`src/rtl/rxr_pkg.sv`:
```
package rxr_pkg;

    localparam int NQ      = 4;
    localparam int QW      = $clog2(NQ);
    localparam int OWN_BIT = 31;
    localparam int LEN_W   = 16;

    localparam logic [7:0] REG_CTRL   = 8'h00;
    localparam logic [7:0] REG_CAUSE  = 8'h04;
    localparam logic [7:0] REG_MASK   = 8'h08;
    localparam logic [7:0] REG_HEAD0  = 8'h10;
    localparam logic [7:0] REG_FIRST0 = 8'h20;

    typedef enum logic [3:0] {
        S_IDLE, S_QSEL, S_RD_CMD, S_RD_LEN, S_RD_BUF, S_RD_NXT,
        S_CHECK, S_DATA, S_WB_LEN, S_WB_CMD
    } rx_state_e;

    typedef struct packed {
        logic [31:0]      cmd;
        logic [LEN_W-1:0] size;
        logic [31:0]      buf_addr;
        logic [31:0]      next;
    } rx_desc_t;

    function automatic logic desc_fits(rx_desc_t d, logic [LEN_W-1:0] len);
        return d.cmd[OWN_BIT] && (d.size >= len);
    endfunction

endpackage

```
`src/rtl/rxr_regs.sv`:
```
module rxr_regs
    import rxr_pkg::*;
(
    input  logic                  clk,
    input  logic                  rst,
    input  logic                  reg_wr,
    input  logic [7:0]            reg_addr,
    input  logic [31:0]           reg_wdata,
    output logic [31:0]           reg_rdata,
    output logic                  prefix_en,
    output logic [NQ-1:0][31:0]   head,
    output logic [NQ-1:0][31:0]   cur,
    input  logic                  adv_en,
    input  logic [QW-1:0]         adv_q,
    input  logic [31:0]           adv_ptr,
    input  logic                  rx_evt,
    output logic                  irq
);

    logic [NQ-1:0][31:0] first_q;
    logic                cause_q;
    logic                mask_q;

    always_ff @(posedge clk) begin
        if (rst) begin
            head      <= '0;
            cur       <= '0;
            first_q   <= '0;
            prefix_en <= 1'b0;
            mask_q    <= 1'b0;
        end else begin
            if (adv_en) cur[adv_q] <= adv_ptr;
            if (reg_wr) begin
                if (reg_addr == REG_CTRL) prefix_en <= reg_wdata[0];
                if (reg_addr == REG_MASK) mask_q    <= reg_wdata[0];
                for (int k = 0; k < NQ; k++) begin
                    if (reg_addr == REG_HEAD0 + 8'(4 * k)) begin
                        head[k] <= reg_wdata;
                        cur[k]  <= reg_wdata;
                    end
                    if (reg_addr == REG_FIRST0 + 8'(4 * k)) first_q[k] <= reg_wdata;
                end
            end
        end
    end

    always_ff @(posedge clk) begin
        if (rst) begin
            cause_q <= 1'b0;
        end else if (rx_evt) begin
            cause_q <= 1'b1;
        end else if (reg_wr && reg_addr == REG_CAUSE) begin
            cause_q <= cause_q & reg_wdata[0];
        end
    end

    assign irq = cause_q & mask_q;

    always_comb begin
        reg_rdata = '0;
        case (reg_addr)
            REG_CTRL:  reg_rdata[0] = prefix_en;
            REG_CAUSE: reg_rdata[0] = cause_q;
            REG_MASK:  reg_rdata[0] = mask_q;
            default:   reg_rdata = '0;
        endcase
        for (int k = 0; k < NQ; k++) begin
            if (reg_addr == REG_HEAD0 + 8'(4 * k))  reg_rdata = head[k];
            if (reg_addr == REG_FIRST0 + 8'(4 * k)) reg_rdata = first_q[k];
        end
    end

    AST_CAUSE_SOURCE: assert property (@(posedge clk) disable iff (rst)
        $rose(cause_q) |-> $past(rx_evt));

    AST_IRQ_RAISE: assert property (@(posedge clk) disable iff (rst)
        (rx_evt && mask_q && !(reg_wr && reg_addr == REG_MASK)) |=> irq);

endmodule

```
`src/rtl/rxr_frame_buf.sv`:
```
module rxr_frame_buf
    import rxr_pkg::*;
#(
    parameter int DEPTH = 64,
    localparam int IW   = $clog2(DEPTH)
) (
    input  logic             clk,
    input  logic             rst,
    input  logic             in_valid,
    input  logic [7:0]       in_data,
    input  logic             in_last,
    output logic             in_ready,
    input  logic             busy,
    input  logic [IW-1:0]    rd_idx,
    output logic [7:0]       rd_byte,
    output logic             frm_rdy,
    output logic [LEN_W-1:0] frm_len,
    output logic             frm_ovf
);

    logic [7:0]       store [DEPTH];
    logic [LEN_W-1:0] cnt_q;
    logic             ovf_q;
    logic             accept;
    logic             room;

    assign in_ready = !busy && !frm_rdy;
    assign accept   = in_valid && in_ready;
    assign room     = cnt_q < LEN_W'(DEPTH);
    assign rd_byte  = store[rd_idx];

    always_ff @(posedge clk) begin
        if (accept && room) store[cnt_q[IW-1:0]] <= in_data;
    end

    always_ff @(posedge clk) begin
        if (rst) begin
            cnt_q   <= '0;
            ovf_q   <= 1'b0;
            frm_rdy <= 1'b0;
            frm_len <= '0;
            frm_ovf <= 1'b0;
        end else begin
            frm_rdy <= 1'b0;
            if (accept) begin
                if (in_last) begin
                    frm_rdy <= 1'b1;
                    frm_len <= cnt_q + 1'b1;
                    frm_ovf <= ovf_q || !room;
                    cnt_q   <= '0;
                    ovf_q   <= 1'b0;
                end else if (room) begin
                    cnt_q <= cnt_q + 1'b1;
                end else begin
                    ovf_q <= 1'b1;
                end
            end
        end
    end

endmodule

```
`src/rtl/rxr_placer.sv`:
```
module rxr_placer
    import rxr_pkg::*;
#(
    parameter int DEPTH    = 64,
    parameter int MAX_WALK = 16,
    localparam int IW      = $clog2(DEPTH),
    localparam int HW      = $clog2(MAX_WALK + 1)
) (
    input  logic                clk,
    input  logic                rst,
    input  logic                frm_rdy,
    input  logic [LEN_W-1:0]    frm_len,
    input  logic                frm_ovf,
    output logic [IW-1:0]       fb_idx,
    input  logic [7:0]          fb_byte,
    input  logic                prefix_en,
    input  logic [NQ-1:0][31:0] head,
    input  logic [NQ-1:0][31:0] cur,
    output logic                adv_en,
    output logic [QW-1:0]       adv_q,
    output logic [31:0]         adv_ptr,
    output logic                rx_evt,
    output logic                busy,
    output logic                mem_req,
    output logic                mem_we,
    output logic                mem_byte,
    output logic [31:0]         mem_addr,
    output logic [31:0]         mem_wdata,
    input  logic                mem_ready,
    input  logic [31:0]         mem_rdata
);

    rx_state_e        st;
    rx_desc_t         desc_q;
    logic [31:0]      addr_q;
    logic [LEN_W-1:0] len_q;
    logic [LEN_W-1:0] idx_q;
    logic [1:0]       off_q;
    logic [QW-1:0]    q_q;
    logic [HW-1:0]    hops_q;
    logic             fits;
    logic             ring_done;
    logic             last_q;

    assign fits      = desc_fits(desc_q, len_q);
    assign ring_done = (desc_q.next == head[q_q]) || (hops_q == HW'(MAX_WALK - 1));
    assign last_q    = (q_q == QW'(NQ - 1));
    assign busy      = (st != S_IDLE);
    assign fb_idx    = idx_q[IW-1:0];
    assign adv_en    = (st == S_WB_CMD) && mem_ready;
    assign rx_evt    = adv_en;
    assign adv_q     = q_q;
    assign adv_ptr   = desc_q.next;

    always_comb begin
        mem_req   = 1'b0;
        mem_we    = 1'b0;
        mem_byte  = 1'b0;
        mem_addr  = addr_q;
        mem_wdata = '0;
        case (st)
            S_RD_CMD: mem_req = 1'b1;
            S_RD_LEN: begin mem_req = 1'b1; mem_addr = addr_q + 32'd4;  end
            S_RD_BUF: begin mem_req = 1'b1; mem_addr = addr_q + 32'd8;  end
            S_RD_NXT: begin mem_req = 1'b1; mem_addr = addr_q + 32'd12; end
            S_DATA: begin
                mem_req   = 1'b1;
                mem_we    = 1'b1;
                mem_byte  = 1'b1;
                mem_addr  = desc_q.buf_addr + 32'(off_q) + 32'(idx_q);
                mem_wdata = {24'b0, fb_byte};
            end
            S_WB_LEN: begin
                mem_req   = 1'b1;
                mem_we    = 1'b1;
                mem_addr  = addr_q + 32'd4;
                mem_wdata = {desc_q.size, len_q + LEN_W'(off_q)};
            end
            S_WB_CMD: begin
                mem_req   = 1'b1;
                mem_we    = 1'b1;
                mem_wdata = desc_q.cmd & ~(32'd1 << OWN_BIT);
            end
            default: mem_req = 1'b0;
        endcase
    end

    always_ff @(posedge clk) begin
        if (rst) begin
            st     <= S_IDLE;
            desc_q <= '0;
            addr_q <= '0;
            len_q  <= '0;
            idx_q  <= '0;
            off_q  <= '0;
            q_q    <= '0;
            hops_q <= '0;
        end else begin
            case (st)
                S_IDLE: if (frm_rdy && !frm_ovf) begin
                    len_q <= frm_len;
                    off_q <= prefix_en ? 2'd2 : 2'd0;
                    q_q   <= '0;
                    st    <= S_QSEL;
                end
                S_QSEL: begin
                    if (cur[q_q] == '0) begin
                        if (last_q) st <= S_IDLE;
                        else q_q <= q_q + 1'b1;
                    end else begin
                        addr_q <= cur[q_q];
                        hops_q <= '0;
                        st     <= S_RD_CMD;
                    end
                end
                S_RD_CMD: if (mem_ready) begin desc_q.cmd      <= mem_rdata;         st <= S_RD_LEN; end
                S_RD_LEN: if (mem_ready) begin desc_q.size     <= mem_rdata[31:16];  st <= S_RD_BUF; end
                S_RD_BUF: if (mem_ready) begin desc_q.buf_addr <= mem_rdata;         st <= S_RD_NXT; end
                S_RD_NXT: if (mem_ready) begin desc_q.next     <= mem_rdata;         st <= S_CHECK;  end
                S_CHECK: begin
                    if (fits) begin
                        idx_q <= '0;
                        st    <= S_DATA;
                    end else if (ring_done) begin
                        if (last_q) st <= S_IDLE;
                        else begin
                            q_q <= q_q + 1'b1;
                            st  <= S_QSEL;
                        end
                    end else begin
                        addr_q <= desc_q.next;
                        hops_q <= hops_q + 1'b1;
                        st     <= S_RD_CMD;
                    end
                end
                S_DATA: if (mem_ready) begin
                    if (idx_q == len_q - 1'b1) st <= S_WB_LEN;
                    else idx_q <= idx_q + 1'b1;
                end
                S_WB_LEN: if (mem_ready) st <= S_WB_CMD;
                S_WB_CMD: if (mem_ready) st <= S_IDLE;
                default:  st <= S_IDLE;
            endcase
        end
    end

    AST_ACCEPT_OWNED: assert property (@(posedge clk) disable iff (rst)
        adv_en |-> (desc_q.cmd[OWN_BIT] && desc_q.size >= len_q));

    AST_WALK_LIMIT: assert property (@(posedge clk) disable iff (rst)
        (st == S_CHECK && !fits && hops_q == HW'(MAX_WALK - 1))
        |=> (st == S_QSEL || st == S_IDLE));

endmodule

```
`src/rtl/rxr_engine.sv`:
```
module rxr_engine
    import rxr_pkg::*;
#(
    parameter int FRAME_BYTES = 64,
    parameter int MAX_WALK    = 16,
    localparam int IW         = $clog2(FRAME_BYTES)
) (
    input  logic        clk,
    input  logic        rst,
    input  logic        reg_wr,
    input  logic [7:0]  reg_addr,
    input  logic [31:0] reg_wdata,
    output logic [31:0] reg_rdata,
    input  logic        in_valid,
    input  logic [7:0]  in_data,
    input  logic        in_last,
    output logic        in_ready,
    output logic        mem_req,
    output logic        mem_we,
    output logic        mem_byte,
    output logic [31:0] mem_addr,
    output logic [31:0] mem_wdata,
    input  logic        mem_ready,
    input  logic [31:0] mem_rdata,
    output logic        irq
);

    logic                prefix_en;
    logic [NQ-1:0][31:0] head;
    logic [NQ-1:0][31:0] cur;
    logic                adv_en;
    logic [QW-1:0]       adv_q;
    logic [31:0]         adv_ptr;
    logic                rx_evt;
    logic                busy;
    logic [IW-1:0]       fb_idx;
    logic [7:0]          fb_byte;
    logic                frm_rdy;
    logic [LEN_W-1:0]    frm_len;
    logic                frm_ovf;

    rxr_regs u_regs (
        .clk, .rst, .reg_wr, .reg_addr, .reg_wdata, .reg_rdata,
        .prefix_en, .head, .cur, .adv_en, .adv_q, .adv_ptr, .rx_evt, .irq
    );

    rxr_frame_buf #(.DEPTH(FRAME_BYTES)) u_fbuf (
        .clk, .rst, .in_valid, .in_data, .in_last, .in_ready, .busy,
        .rd_idx(fb_idx), .rd_byte(fb_byte), .frm_rdy, .frm_len, .frm_ovf
    );

    rxr_placer #(.DEPTH(FRAME_BYTES), .MAX_WALK(MAX_WALK)) u_place (
        .clk, .rst, .frm_rdy, .frm_len, .frm_ovf, .fb_idx, .fb_byte,
        .prefix_en, .head, .cur, .adv_en, .adv_q, .adv_ptr, .rx_evt, .busy,
        .mem_req, .mem_we, .mem_byte, .mem_addr, .mem_wdata, .mem_ready, .mem_rdata
    );

    AST_NO_MEM_WHILE_RX: assert property (@(posedge clk) disable iff (rst)
        mem_req |-> !in_ready);

endmodule

```
`config.mk`:
```
export PLATFORM = sky130hd
export DESIGN_NAME = rxr_engine
export DESIGN_NICKNAME = d
export VERILOG_FILES = /design/src/rtl/rxr_pkg.sv /design/src/rtl/rxr_regs.sv /design/src/rtl/rxr_frame_buf.sv /design/src/rtl/rxr_placer.sv /design/src/rtl/rxr_engine.sv
export SDC_FILE = /design/constraint.sdc
export NUM_CORES = 2
export LEC_CHECK = 0
export ABC_CLOCK_PERIOD_IN_PS = 4110
export BUFFER_PORTS_ARGS = -buffer_cell sky130_fd_sc_hd__buf_4
export CORE_MARGIN = 5
export CORE_UTILIZATION = 40
export DETAILED_ROUTE_END_ITERATION = 7
export PLACE_DENSITY = 0.59
export SETUP_SLACK_MARGIN = 0.15
export SYNTH_ARGS = -nofsm -noshare
export SYNTH_HDL_FRONTEND = slang
export SYNTH_SLANG_ARGS = --single-unit
```
`constraint.sdc`:
```
create_clock -name clk -period 4.11 [get_ports clk]
set_input_delay 0.6165 -clock clk [delete_from_list [all_inputs] [get_ports clk]]
set_output_delay 0.6165 -clock clk [all_outputs]
set_load 0.005 [all_outputs]
```
# [Word level (Yosys, flattened, before mapping)]
# Memory sizes are Yosys's and may differ from the RTL's. A register that Yosys moved wholly into a read port is not among the register bits.
# Cells that the tools add are included.
[word_totals] regBits=611 ram_bits=512 in_bits=86 out_inout_bits=101 word_cells=212 mem_count=1
[classes] add_sub_neg=11 n_lt_le_gt_ge=4 n_eq_ne=41 n_mux=72 n_bitwise=3 reduce_logical=49
[memory_table] memory="u_fbuf.store" words=64 width=8 read_ports=1 rd_ports_with_merged_regs=1 wr=1 line="rxr_frame_buf.sv:21" text="logic [7:0] store [DEPTH];"
[ops] cell="$mux W32" n=18
[ops] cell="$mux W128" n=2
[ops] cell="$bmux W32 S2" n=2
[ops] cell="$bwmux W128" n=1
[ops] cell="$pmux W32 S4" n=1
[ops] cell="$pmux W32 S3" n=1
[ops] cell="$mux W16" n=5
[ops] cell="$add A32 B4 Y32 const B" n=2
[ops] cell="$demux W32 S2" n=1
[ops] cell="$pmux W32 S2" n=1
[ops] cell="$mux W4" n=12
[ops] cell="$pmux W4 S10" n=1
[ops] cell="$reduce_and A2 Y1" n=18
[ops] cell="$add A16 B1 Y16 const B" n=2
[ops] cell="$add A32 B16 Y32" n=1
[ops] cell="$add A32 B2 Y32" n=1
[ops] cell="$add A32 B3 Y32 const B" n=1
[ops] cell="$eq A32 B32 Y1" n=1
[ops] cell="$eq A8 B5 Y1 const B" n=4
[ops] cell="$eq A8 B6 Y1 const B" n=4
[ops] cell="$logic_not A32 Y1" n=1
[ops] cell="$pmux W16 S2" n=1
[ops] cell="$ne A2 B2 Y1 const B" n=12
[ops] cell="$add A16 B2 Y16" n=1
[ops] cell="other kinds (41)" n=86

# [Longest topological paths before layout]
[depth] ltp_word=10 ltp_mapped=15 mapped_depth_nobuf=13

# [Cells and area by module]
# Synthesis repeated with hierarchy kept, for this count alone.
[unflattened] cells_unflattened=4951 hier_area_um2=52481.6
[modules_own_cells] module="rxr_frame_buf" instances=1 cells_each=1080 area_each_um2=21324.2 seq_area_each_um2=16075.4
[modules_own_cells] module="rxr_regs" instances=1 cells_each=2111 area_each_um2=17269.1 seq_area_each_um2=7747.4
[modules_own_cells] module="rxr_placer" instances=1 cells_each=1760 area_each_um2=13888.3 seq_area_each_um2=3763.6

# [Worst setup path before layout]
# Ideal clock, no wire load.
[synth_path] kind="register to output" start="register (tool-made name)" end="output port mem_wdata[3]" arrival_time_ps=3175 required_ps=3493 path_slack_ps=318 stages_incl_launch_ff=8 path_buffers=2 path_cell_list="dfxtp_1 clkbuf_1 buf_1 mux4_2 mux4_2 mux4_2 a222oi_1 inv_1"
[synth_rtl] element="end, declared" line="rxr_engine.sv:22" text="output logic [31:0] mem_wdata,"

==> qor.tcl <==
set qor(finalHoldViolCount) 0
set qor(synthCells) 4701
set qor(detailed_place_hpwl_mm) 110
set qor(power.total_mw) 25.8
set qor(nNetsFinal) 5055
set qor(yosys.area_share.adder_pct) 1.60
set qor(crit_chain) {buf_12 > buf_16 > clkbuf_16 > mux4_2 > mux4_2 > mux4_2 > a221o_1 > buf_4}
set qor(endpoint_kind) {primary output}
set qor(detail_route.wirelength_mm) 167
set qor(critical_path_peak_fanout) 5
set qor(stdcell_area_sq_um) 59900
set qor(cts.root.buffer_cell) {sky130_fd_sc_hd__clkbuf_16}
set qor(cellPowerDensity_nw_per_um2) 430
set qor(grt_pass1_wl_mm) 245
set qor(portion_of_total_power_attributed_to_sequential_cells_pct) 47.7
set qor(max_slew.worst_pin.slew_ps) 1150
set qor(drive_above_1_share_pct) 22.2
set qor(path_common_cell) {sky130_fd_sc_hd__mux4_2}
set qor(yosysWarningCount) 0
set qor(initial_antenna_violation_count) 9
set qor(final_period_minus_worst_setup_slack_ps) 4490
set qor(synth_area_per_cell_sq_um) 10.8
set qor(avgViaCountPerCell) 5.87
set qor(postPlaceCellArea_sq_um) 54600
set qor(via_count) 39072
set qor(place_congestion) 0.938
set qor(place.port_buffers) 186
set qor(power.switching_mw) 6.52
set qor(synth_seq_cells) 1128
set qor(fin_crit_sh_pct) 109
set qor(power.ir.vdd_worst_v) 0.000350
set qor(arrival_ps) 3870
set qor(cts.sinks) 1128
set qor(fp.dieW_microns) 366
set qor(top_level_ports) 187
set qor(clock_tree_from_tritoncts) {done}
set qor(fin_worst_skew_ps) 64.8
set qor(cpMaxStageDelayCell) {sky130_fd_sc_hd__mux4_2}
set qor(rsz_0062_raised_after_global_routing) {yes}
set qor(ant_nets_after_route) 0
set qor(post_synth_xor_area_fraction_pct) 1.69
set qor(setup_viol) 30
set qor(final_common_cell) {sky130_fd_sc_hd__nand2_1}
set qor(setup.worst_path.start_class) {flop}
set qor(cap_viol_max_count) 0
set qor(numCtsBuffers) 117
set qor(layout-area-overhead-vs-synth_pct) 18.2
set qor(wl_per_cell_microns) 25.1
set qor(worst-endpoint-required_ps) 3490
set qor(critPathKind) {reg -> out}
set qor(dr.pass1.iters) 5
set qor(clock_latency_ps) 750
set qor(leakage_nw) 20.0
set qor(h-tree-depth) 3
set qor(post-route-worst-setup-slack_ps) -379
set qor(failed_checks) {setup timing}
set qor(design.core.area_sq_um) 126000
set qor(largest_family_of_logic_cells_by_synthesized_area) {multiplexers}
set qor(cts.hold.buffers_added) 0
set qor(grt_overflow) 0
set qor(p_comb_share_pct) 10.0
set qor(worst_path_largest_cell_delay_ps) 560
set qor(die-height_microns) 366
set qor(final_cell_mix) {sky130_fd_sc_hd__nand2_1, sky130_fd_sc_hd__dfxtp_1, sky130_fd_sc_hd__a21oi_1, sky130_fd_sc_hd__edfxtp_1, sky130_fd_sc_hd__buf_4}
set qor(outcome) {finished with violations}
set qor(grt_start_max_net_pins) 204
set qor(netlist-cell-type-count) 73
set qor(synthSimpleGateAreaFrac_pct) 13.3
set qor(effective_utilization_at_floorplan_pct) 40.3
set qor(clock_power_share_pct) 42.3
set qor(layout.filler_cells) 11385
set qor(row_count) 130
set qor(holdCritPathClass) {in -> reg}
set qor(track_usage_pct) 23.8
set qor(timing_limited_maximum_frequency_mhz) 223
set qor(cts.reportedPaths.clkPinSlew_ps) 60
set qor(drc) 0
set qor(synthesis.area_sq_um) 50700
set qor(synth_nets) 4850
set qor(synth_mux_area_share_pct) 13.4
set qor(synth_enable_flop_cells) 512
set qor(synth-seq-area-share_pct) 54.6
set qor(post_synthesis_compound_gate_area_fraction_pct) 12.2
set qor(slew-limit-headroom_pct) 22.8
set qor(number_of_global_route_vias_before_repair) 37055
set qor(asyncSetResetFlopFracSynth_pct) 0
set qor(switching_share_pct) 25.3
set qor(initialDrtViolationCount) 4474
set qor(p_int_mw) 19.2
set qor(synth-main-ff-cell) {sky130_fd_sc_hd__dfxtp_1}
set qor(max-clock-path-buffers) 3
set qor(die_area_sq_um) 134000
set qor(slew_viol_final) 0
worst max-delay path, delay by kind of cell, from the launching register on:
kind	cells	cell delay (ps)
buf+inv	4	670
flops	1	410
mux	3	1630
compound gates	1	420
worst paths after layout:
check        depth (start not counted)                  end  slack [ps]           startpoint
max reg2reg                         10        u_place.st[1]         400     u_place.len_q[1]
max                                  8         mem_wdata[7]        -380                 flop
min reg2reg                          2  u_place.desc_q[100]         450  u_place.desc_q[100]
min                                  3  u_regs.first_q[107]         170        reg_wdata[11]
cells by family after synthesis:
group,Yosys count
flip-flops,1128
AO/OA/AOI/OAI,1030
AND/OR/NAND/NOR,1602
buffers and inverters,406
multiplexers,374
XOR/XNOR,98
adder cells (fa/ha/maj),63
power by group through the flow:
stage          registers, mW  clock network (mW)  logic (mW)
2_1_floorplan           12.3                   0        1.36
3_3_place_gp            12.5                   0        2.37
3_5_place_dp            12.5                   0        2.40
4_1_cts                 12.3                11.1        2.46
5_1_grt                 12.3                11.6        2.74
6_report                12.3                10.9        2.57
sequential cells by signal (all words and copies together), names as in the netlist, named ones only:
| signal | flops |
|---|---|
| u_fbuf.store | 512 |
| u_regs.cur | 128 |
| u_regs.first_q | 128 |
| u_regs.head | 128 |
| u_place.desc_q | 80 |
| u_place.addr_q | 32 |
| u_place.adv_ptr | 32 |
| u_fbuf.cnt_q | 16 |
| u_fbuf.frm_len | 16 |
| u_place.idx_q | 16 |
| u_place.len_q | 16 |
| u_place.hops_q | 5 |
| u_place.st | 4 |
| u_place.adv_q | 2 |
| u_fbuf.frm_ovf | 1 |
| u_fbuf.frm_rdy | 1 |
| u_fbuf.ovf_q | 1 |
| u_place.off_q | 1 |
| u_regs.cause_q | 1 |
| u_regs.mask_q | 1 |
| u_regs.prefix_en | 1 |
metrics by stage:
| stage | instances | hold slack [ps] | setup WS (ps) | TNS (ps) | utilization (%) |
|---|---|---|---|---|---|
| 2_1_floorplan | 4701 | 432 | 318 | 0 | - |
| 6_report | 6657 | 167 | -379 | -8680 | 47.6 |
| 3_3_place_gp | 6380 | 440 | 245 | 0 | 43.4 |
| 4_1_cts | 6627 | 114 | -467 | -7500 | 47.1 |
| 3_5_place_dp | 6380 | 444 | 217 | 0 | 43.4 |
| 5_1_grt | 6655 | 129 | -550 | -12120 | 47.6 |
what timing repair did:
item,in CTS,in global routing
buffers inserted,22,20
resized for setup,88,60
pin swaps,46,36
setup endpoints to repair,36,37
gates cloned,7,8
area by class of cell:
cell class	instances	area, sq um	area share [%]
Sequential cell	1128	27700	46.3
Multi-Input combinational cell	3168	21900	36.6
Timing Repair Buffer	450	4050	6.76
Clock buffer	166	3340	5.58
Tap cell	1650	2060	3.44
Clock inverter	52	629	1.05
Inverter	41	154	0.257
Antenna cell	2	5.00	0.00835
cells in the mapped netlist, drive strengths merged, types with 45 or more instances:
master     n  area, sq um
a21oi    608         3040
a22oi     85          638
buf       49          215
clkbuf   316         1220
dfxtp    616        12300
edfxtp   512        15400
ha        60          751
mux2     129         1450
mux4     232         5230
nand2   1100         4130
nand3     83          415
nand4     45          282
nor2     179          672
o21ai     85          425
xnor2     65          569
layer usage:
metal / share of wire, % / routed length [microns] / GRT usage [%]
met5: 0.022 / 37 / 0
met4: 2.8 / 4670 / 6.51
met3: 8.5 / 14200 / 4.42
met2: 46 / 76800 / 37.2
met1: 43 / 71200 / 34.0
Note: power is estimated with default switching activity, not from simulation.
